$ cat src/rtl/rld_timer_pkg.sv
package rld_timer_pkg;

   typedef enum logic [2:0] {
      RA_CTRL   = 3'd0,
      RA_CNT_LO = 3'd1,
      RA_CNT_HI = 3'd2,
      RA_CST_LO = 3'd3,
      RA_CST_HI = 3'd4
   } reg_addr_e;

   localparam int CB_RUN = 3;
   localparam int CB_IE  = 4;
   localparam int CB_UF  = 8;
   localparam logic [2:0] SRC_AON = 3'd5;

endpackage

$ cat src/rtl/rld_timer_presc.sv
module rld_timer_presc
   import rld_timer_pkg::*;
#(
   parameter int PRE_STEPS = 5,
   parameter int PRE_SHIFT = 2,
   parameter int SYNC_LEN  = 2
) (
   input  logic       clk_i,
   input  logic       rst_ni,
   input  logic [2:0] src_i,
   input  logic       run_i,
   input  logic       hold_i,
   input  logic       aon_tick_i,
   input  logic       ext_clk_i,
   output logic       cnt_en_o
);
   localparam int PRE_W = PRE_STEPS * PRE_SHIFT;

   if (PRE_STEPS < 1 || PRE_STEPS > 5) begin : g_bad_steps
      $error("PRE_STEPS must be 1..5");
   end
   if (SYNC_LEN < 2) begin : g_bad_sync
      $error("SYNC_LEN must be at least 2");
   end

   logic [PRE_W-1:0]     div_q;
   logic [PRE_STEPS-1:0] div_tick;
   logic [SYNC_LEN:0]    ext_q;
   logic                 ext_rise;
   logic                 tick;
   logic                 keep;

   always_ff @(posedge clk_i) begin
      if (!rst_ni) div_q <= '0;
      else         div_q <= div_q + 1'b1;
   end

   for (genvar i = 0; i < PRE_STEPS; i++) begin : g_tap
      assign div_tick[i] = &div_q[PRE_SHIFT*(i+1)-1:0];
   end

   always_ff @(posedge clk_i) begin
      if (!rst_ni) ext_q <= '0;
      else         ext_q <= {ext_q[SYNC_LEN-1:0], ext_clk_i};
   end
   assign ext_rise = ext_q[SYNC_LEN-1] & ~ext_q[SYNC_LEN];

   always_comb begin
      tick = 1'b0;
      if (src_i == SRC_AON)      tick = aon_tick_i;
      else if (src_i > SRC_AON)  tick = ext_rise;
      else begin
         for (int i = 0; i < PRE_STEPS; i++)
            if (src_i == i[2:0]) tick = div_tick[i];
      end
   end

   assign keep     = hold_i && (src_i != SRC_AON);
   assign cnt_en_o = run_i && tick && !keep;

   AST_HOLD_FREEZE: assert property (@(posedge clk_i) disable iff (!rst_ni)
      (hold_i && src_i != SRC_AON) |-> !cnt_en_o);
   AST_DIV_SPACING: assert property (@(posedge clk_i) disable iff (!rst_ni)
      div_tick[0] |=> !div_tick[0]);
   AST_EXT_ONE_STEP: assert property (@(posedge clk_i) disable iff (!rst_ni)
      ext_rise |=> !ext_rise);

endmodule

$ cat src/rtl/rld_timer_core.sv
module rld_timer_core #(
   parameter int CNT_W = 32
) (
   input  logic             clk_i,
   input  logic             rst_ni,
   input  logic             en_i,
   input  logic             wr_lo_i,
   input  logic             wr_hi_i,
   input  logic [CNT_W/2-1:0] wdata_i,
   input  logic [CNT_W-1:0] reload_i,
   output logic [CNT_W-1:0] cnt_o,
   output logic             uf_o
);
   localparam int HW = CNT_W / 2;

   if (CNT_W % 2 != 0) begin : g_bad_width
      $error("CNT_W must be even");
   end

   logic [CNT_W-1:0] cnt_q;
   logic             at_zero;

   assign at_zero = (cnt_q == '0);

   always_ff @(posedge clk_i) begin
      if (!rst_ni) begin
         cnt_q <= '1;
      end else if (wr_lo_i || wr_hi_i) begin
         if (wr_lo_i) cnt_q[HW-1:0]     <= wdata_i;
         if (wr_hi_i) cnt_q[CNT_W-1:HW] <= wdata_i;
      end else if (en_i) begin
         cnt_q <= at_zero ? reload_i : cnt_q - 1'b1;
      end
   end

   assign cnt_o = cnt_q;
   assign uf_o  = en_i && at_zero;

   AST_STEP_DOWN: assert property (@(posedge clk_i) disable iff (!rst_ni)
      (en_i && !at_zero && !wr_lo_i && !wr_hi_i) |=> cnt_q == $past(cnt_q) - 1'b1);
   AST_RELOAD: assert property (@(posedge clk_i) disable iff (!rst_ni)
      (en_i && at_zero && !wr_lo_i && !wr_hi_i) |=> cnt_q == $past(reload_i));
   AST_WRITE_WINS: assert property (@(posedge clk_i) disable iff (!rst_ni)
      (uf_o && wr_lo_i && !wr_hi_i) |=> cnt_q[HW-1:0] == $past(wdata_i));
   AST_IDLE_STABLE: assert property (@(posedge clk_i) disable iff (!rst_ni)
      (!en_i && !wr_lo_i && !wr_hi_i) |=> $stable(cnt_q));

endmodule

$ cat src/rtl/rld_timer.sv
module rld_timer
   import rld_timer_pkg::*;
#(
   parameter int BUS_W     = 16,
   parameter int PRE_STEPS = 5,
   parameter int PRE_SHIFT = 2,
   parameter int SYNC_LEN  = 2
) (
   input  logic             clk_i,
   input  logic             rst_ni,
   input  logic             hold_i,
   input  logic             aon_tick_i,
   input  logic             ext_clk_i,
   input  logic             bus_re_i,
   input  logic             bus_we_i,
   input  logic [2:0]       bus_addr_i,
   input  logic [BUS_W-1:0] bus_wdata_i,
   output logic [BUS_W-1:0] bus_rdata_o,
   output logic             irq_o
);
   localparam int CNT_W = 2 * BUS_W;

   if (BUS_W <= CB_UF) begin : g_bad_bus
      $error("BUS_W too narrow for the control layout");
   end

   logic [2:0]       src_q;
   logic             run_q, ie_q, uf_q;
   logic [CNT_W-1:0] cst_q, shadow_q, cnt;
   logic             cnt_en, uf_evt;
   logic             ctrl_wr, uf_clr, lo_rd;
   logic             unused_wbits;

   assign ctrl_wr = bus_we_i && bus_addr_i == RA_CTRL;
   assign uf_clr  = ctrl_wr && !bus_wdata_i[CB_UF];
   assign lo_rd   = bus_re_i && bus_addr_i == RA_CNT_LO;
   assign unused_wbits = ^{bus_wdata_i[BUS_W-1:CB_UF+1], bus_wdata_i[CB_UF-1:CB_IE+1]};

   rld_timer_presc #(
      .PRE_STEPS (PRE_STEPS),
      .PRE_SHIFT (PRE_SHIFT),
      .SYNC_LEN  (SYNC_LEN)
   ) u_presc (
      .clk_i      (clk_i),
      .rst_ni     (rst_ni),
      .src_i      (src_q),
      .run_i      (run_q),
      .hold_i     (hold_i),
      .aon_tick_i (aon_tick_i),
      .ext_clk_i  (ext_clk_i),
      .cnt_en_o   (cnt_en)
   );

   rld_timer_core #(.CNT_W(CNT_W)) u_core (
      .clk_i    (clk_i),
      .rst_ni   (rst_ni),
      .en_i     (cnt_en),
      .wr_lo_i  (bus_we_i && bus_addr_i == RA_CNT_LO),
      .wr_hi_i  (bus_we_i && bus_addr_i == RA_CNT_HI),
      .wdata_i  (bus_wdata_i),
      .reload_i (cst_q),
      .cnt_o    (cnt),
      .uf_o     (uf_evt)
   );

   always_ff @(posedge clk_i) begin
      if (!rst_ni) begin
         src_q <= '0;
         run_q <= 1'b0;
         ie_q  <= 1'b0;
      end else if (ctrl_wr) begin
         src_q <= bus_wdata_i[2:0];
         run_q <= bus_wdata_i[CB_RUN];
         ie_q  <= bus_wdata_i[CB_IE];
      end
   end

   always_ff @(posedge clk_i) begin
      if (!rst_ni)     uf_q <= 1'b0;
      else if (uf_evt) uf_q <= 1'b1;
      else if (uf_clr) uf_q <= 1'b0;
   end

   always_ff @(posedge clk_i) begin
      if (!rst_ni) begin
         cst_q <= '1;
      end else if (bus_we_i) begin
         if (bus_addr_i == RA_CST_LO) cst_q[BUS_W-1:0]     <= bus_wdata_i;
         if (bus_addr_i == RA_CST_HI) cst_q[CNT_W-1:BUS_W] <= bus_wdata_i;
      end
   end

   always_ff @(posedge clk_i) begin
      if (!rst_ni)    shadow_q <= '1;
      else if (lo_rd) shadow_q <= cnt;
   end

   always_comb begin
      bus_rdata_o = '0;
      if (bus_re_i) begin
         case (bus_addr_i)
            RA_CTRL: begin
               bus_rdata_o[2:0]    = src_q;
               bus_rdata_o[CB_RUN] = run_q;
               bus_rdata_o[CB_IE]  = ie_q;
               bus_rdata_o[CB_UF]  = uf_q;
            end
            RA_CNT_LO: bus_rdata_o = cnt[BUS_W-1:0];
            RA_CNT_HI: bus_rdata_o = shadow_q[CNT_W-1:BUS_W];
            RA_CST_LO: bus_rdata_o = cst_q[BUS_W-1:0];
            RA_CST_HI: bus_rdata_o = cst_q[CNT_W-1:BUS_W];
            default:   bus_rdata_o = '0;
         endcase
      end
   end

   assign irq_o = uf_q && ie_q;

   AST_SHADOW_CAPTURE: assert property (@(posedge clk_i) disable iff (!rst_ni)
      lo_rd |=> shadow_q == $past(cnt));
   AST_FLAG_STICKY: assert property (@(posedge clk_i) disable iff (!rst_ni)
      (uf_q && !uf_clr) |=> uf_q);
   AST_FLAG_SET_WINS: assert property (@(posedge clk_i) disable iff (!rst_ni)
      uf_evt |=> uf_q);
   AST_IRQ_FOLLOWS: assert property (@(posedge clk_i) disable iff (!rst_ni)
      (uf_evt && ie_q && !ctrl_wr) |=> irq_o);
   AST_NO_RW_CLASH: assert property (@(posedge clk_i) disable iff (!rst_ni)
      !(bus_re_i && bus_we_i));

endmodule

$ cat config.mk
export PLATFORM = sky130hd
export DESIGN_NAME = rld_timer
export DESIGN_NICKNAME = d
export VERILOG_FILES = /design/src/rtl/rld_timer_pkg.sv /design/src/rtl/rld_timer_presc.sv /design/src/rtl/rld_timer_core.sv /design/src/rtl/rld_timer.sv
export SDC_FILE = /design/constraint.sdc
export NUM_CORES = 1
export LEC_CHECK = 0
export ABC_AREA = 1
export CORE_AREA = 8 8 139 141
export DETAILED_ROUTE_END_ITERATION = 10
export DIE_AREA = 0 0 147 149
export GPL_ROUTABILITY_DRIVEN = 1
export PLACE_DENSITY = 0.6
export SLEW_MARGIN = 30
export SYNTH_ARGS = -nofsm -noshare
export SYNTH_HDL_FRONTEND = slang
export SYNTH_SLANG_ARGS = --single-unit
$ cat constraint.sdc
create_clock -name clk_i -period 1.56 [get_ports clk_i]
set_input_delay 0.234 -clock clk_i [delete_from_list [all_inputs] [get_ports clk_i]]
set_output_delay 0.234 -clock clk_i [all_outputs]
set_load 0.02 [all_outputs]
==> results_dict.tcl <==
set metrics [dict create \
    dpl_cell_area_um2 7810 \
    rsz0062_at_grt "yes" \
    firstDrtPassIters 5 \
    cpMostUsedCell "nand3_4" \
    hold_class "input port to flop" \
    synth.avg_cell_area_um2 6.35 \
    synth-simple-area-share_pct 38.4 \
    synth_top_family_by_area "simple AND/OR/NAND/NOR gates" \
    synth_compound_area_share_pct 15.7 \
    dr_total_vias 7346 \
    failed_checks "setup timing" \
    worstPathMaxFanout 8 \
    cts-root-buf "clkbuf_16" \
    grt.total_usage_pct 21.9 \
    io_pins 43 \
    critPathTopFamily "simple AND/OR/NAND/NOR gates" \
    yosysWarnings 0 \
    worstHoldStart "rst_ni" \
    postCtsHoldBufs 0 \
    ant_nets 0 \
    whs_path_depth 3 \
    grt_pass1_vias 6973 \
    cts_tree "done" \
    report.final.slew_viol_count 0 \
    outcome "finished with violations" \
    path_clk_slew_ps 80 \
    critPathMaxStageDelay_ps 360 \
    avgRoutedWirePerCell_um 18.1 \
    syn_area_um2 5850 \
    leakagePower_nw 4.58 \
    rr_endpoint "u_core.cnt_o[20]$_SDFFE_PN1P_" \
    fin_crit_sh_pct 116 \
    grt_pass1_wl_mm 37.8 \
    drt_first_iter_violations 629 \
    drc 0 \
    layout_min_cycle_time_ps 1810 \
    cp.arrival_ps 2040 \
    via_per_inst 5.34 \
    insertion_delay_ps 360 \
    maxCapViolations 0 \
    layout-drive-gt1-share_pct 38.6 \
    synth_cell_types 33 \
    start_util_pct 34.3 \
    finalPower_mw 6.04 \
    start_kind "flop" \
    cts_buffers 9 \
    core_area_um2 17100 \
    fin_ws_ps -253 \
    synth-seq-cells 99 \
    async_reset_ff_share_pct 0 \
    ir_drop_v 0.000451 \
    worstReg2RegStart "u_presc.div_q[1]$_SDFF_PN0_" \
    multi_input_area_um2 4020 \
    path_class "flop to flop" \
    crit_buf_inv 2 \
    worstRegToRegCells 12 \
    worst_path_max_delay_cell "dfxtp_2" \
    grt_start_max_net_pins 81 \
    worstPathCellList "ha_4 -> nand3_4 -> nor2_4 -> nand2_1 -> nand2_1 -> nand2_2 -> nand3_4 -> nand3_4 -> buf_12 -> clkbuf_16 -> nand3_2 -> nand3_1" \
    htreeDepth 3 \
    num_rows 48 \
    dieWidth_um 147 \
    synth-xor-area-share_pct 1.20 \
    dieArea_um2 21900 \
    final_cell_mix "nand2_1, buf_4, nand3_1" \
    synthMuxAreaShare_pct 0 \
    wl_mm 24.9 \
    synth-edff-count 0 \
    relSlewSlack_pct 73.0 \
    antennaDiodeCount 0 \
    fmax_ghz 0.551 \
    antenna_found_initial 0 \
    syn_to_final_growth_pct 58.0 \
    die_y_um 149 \
    synthFlopType "dfxtp_1" \
    clock_sinks 99 \
    io_buffers 42 \
    mostFrequentLayoutCell "nand2_1" \
    place.gp.congestion 1.01 \
    holdPathEnd "cst_q[7]$_SDFFE_PN1P_" \
    overflow 0 \
    required_ps 1790 \
    synthAdderAreaFrac_pct 0.642 \
    design_area_um2 9240 \
    report.final.setup_viol 49 \
    n_fill_cell 1578 \
    p_per_area_nw_per_um2 654 \
    hold_viol_final 0 \
    endpoint_kind "flop" \
    clock_skew_ps 11.1 \
    ys_seq_area_share_pct 33.9 \
    register_area_um2 2010 \
    rrSetupSlack_ps -250 \
    clk_path_buf_depth 2 \
    worstMarginPinSlew_ps 405 \
    syn_nets 950 \
    post-dp-hpwl_mm 17.2 \
    postSynthCellCount 921 \
    final_net_count 1174 \
]
-- cell type report --
| cell class | count | share of cell area (%) |
|---|---|---|
| clock buffer | 9 | 2.44 |
| clock inverter | 7 | 0.610 |
| inverter | 99 | 4.15 |
| multi-input combinational | 681 | 43.5 |
| sequential | 99 | 21.8 |
| tap | 225 | 3.05 |
| timing repair buffer | 254 | 24.4 |
| timing repair inverter | 1 | 0.0813 |
-- timing repair --
item | 4_1_cts | 5_1_grt
endpoints found under the setup margin | 79 | 50
setup buffers | 23 | 8
cloned | 3 | 4
gates resized for setup | 222 | 109
pin swaps | 37 | 53
-- registers in the layout, summed over array words and instances, names as in the netlist --
signal / flops
uf_q: 1
ie_q: 1
cst_q: 32
run_q: 1
src_q: 3
u_core.cnt_o: 32
shadow_q: 16
u_presc.div_q: 10
u_presc.ext_q: 3
-- synth_stat cells (5+ instances only) --
master	count	area [um2]
nand2_1	263	987
nand3_1	120	601
dfxtp_1	99	1980
inv_1	94	353
nor2_1	87	327
a21oi_1	49	245
o21ai_0	37	185
o211ai_1	31	233
clkbuf_1	23	86.3
o22ai_1	15	93.8
a221oi_1	12	105
nor2_2	11	68.8
nand4_1	10	62.6
buf_2	9	45.0
nand2_2	9	56.3
a211oi_1	5	37.5
buf_6	5	56.3
-- per-stage QoR --
stage / util (%) / setup TNS (ps) / worst slack, ps / instances / hold slack [ps]
floorplan: - / -660 / -59.9 / 921 / 332
detailed placement: 45.8 / -57120 / -974 / 1325 / 401
global route: 54.2 / -11430 / -341 / 1375 / 392
finish: 54.2 / -8510 / -253 / 1375 / 355
CTS: 51.1 / -5220 / -164 / 1366 / 370
global placement: 45.8 / -53410 / -914 / 1325 / 391
-- kinds of logic (layout without fill, tap and decap cells) --
group | after synthesis | count (layout)
and+or+nand+nor | 518 | 518
DFF | 99 | 99
adders and majority gates | 3 | 3
xor gates and xnor gates | 8 | 8
AOI/OAI and AO/OA | 152 | 152
buffers and inverters | 141 | 370
-- tightest hold or removal path, stage by stage --
cell,delay [ps]
buf_2,120
buf_12,200
nand3_1,120
-- how the worst max path moves through the flow --
stage / from / to / slack, ps / depth (start not counted)
6_report: u_presc.div_q[1]$_SDFF_PN0_ / u_core.cnt_o[20]$_SDFFE_PN1P_ / -250 / 12
5_1_grt: u_presc.div_q[1]$_SDFF_PN0_ / u_core.cnt_o[20]$_SDFFE_PN1P_ / -340 / 12
4_1_cts: u_presc.div_q[0]$_SDFF_PN0_ / u_core.cnt_o[23]$_SDFFE_PN1P_ / -160 / 11
3_5_place_dp: bus_addr_i[2] / bus_rdata_o[4] / -970 / 9
3_3_place_gp: bus_addr_i[1] / bus_rdata_o[15] / -910 / 9
2_1_floorplan: u_core.cnt_o[0]$_SDFFE_PN1P_ / u_core.cnt_o[0]$_SDFFE_PN1P_ / -60 / 14
-- report_power, final --
| part | switching, mW | internal, mW |
|---|---|---|
| Sequential | 0.0858 | 2.62 |
| Combinational | 0.608 | 0.513 |
| Clock | 1.11 | 1.11 |
| Total | 1.80 | 4.24 |
-- routing by layer --
layer | GRT usage [%] | share of wire (%)
met1 | 28.2 | 42
met2 | 35.2 | 45
met3 | 6.04 | 9.8
met4 | 6.63 | 2.7
met5 | 0 | 0
No activity file was read; power rests on OpenSTA's default activity.
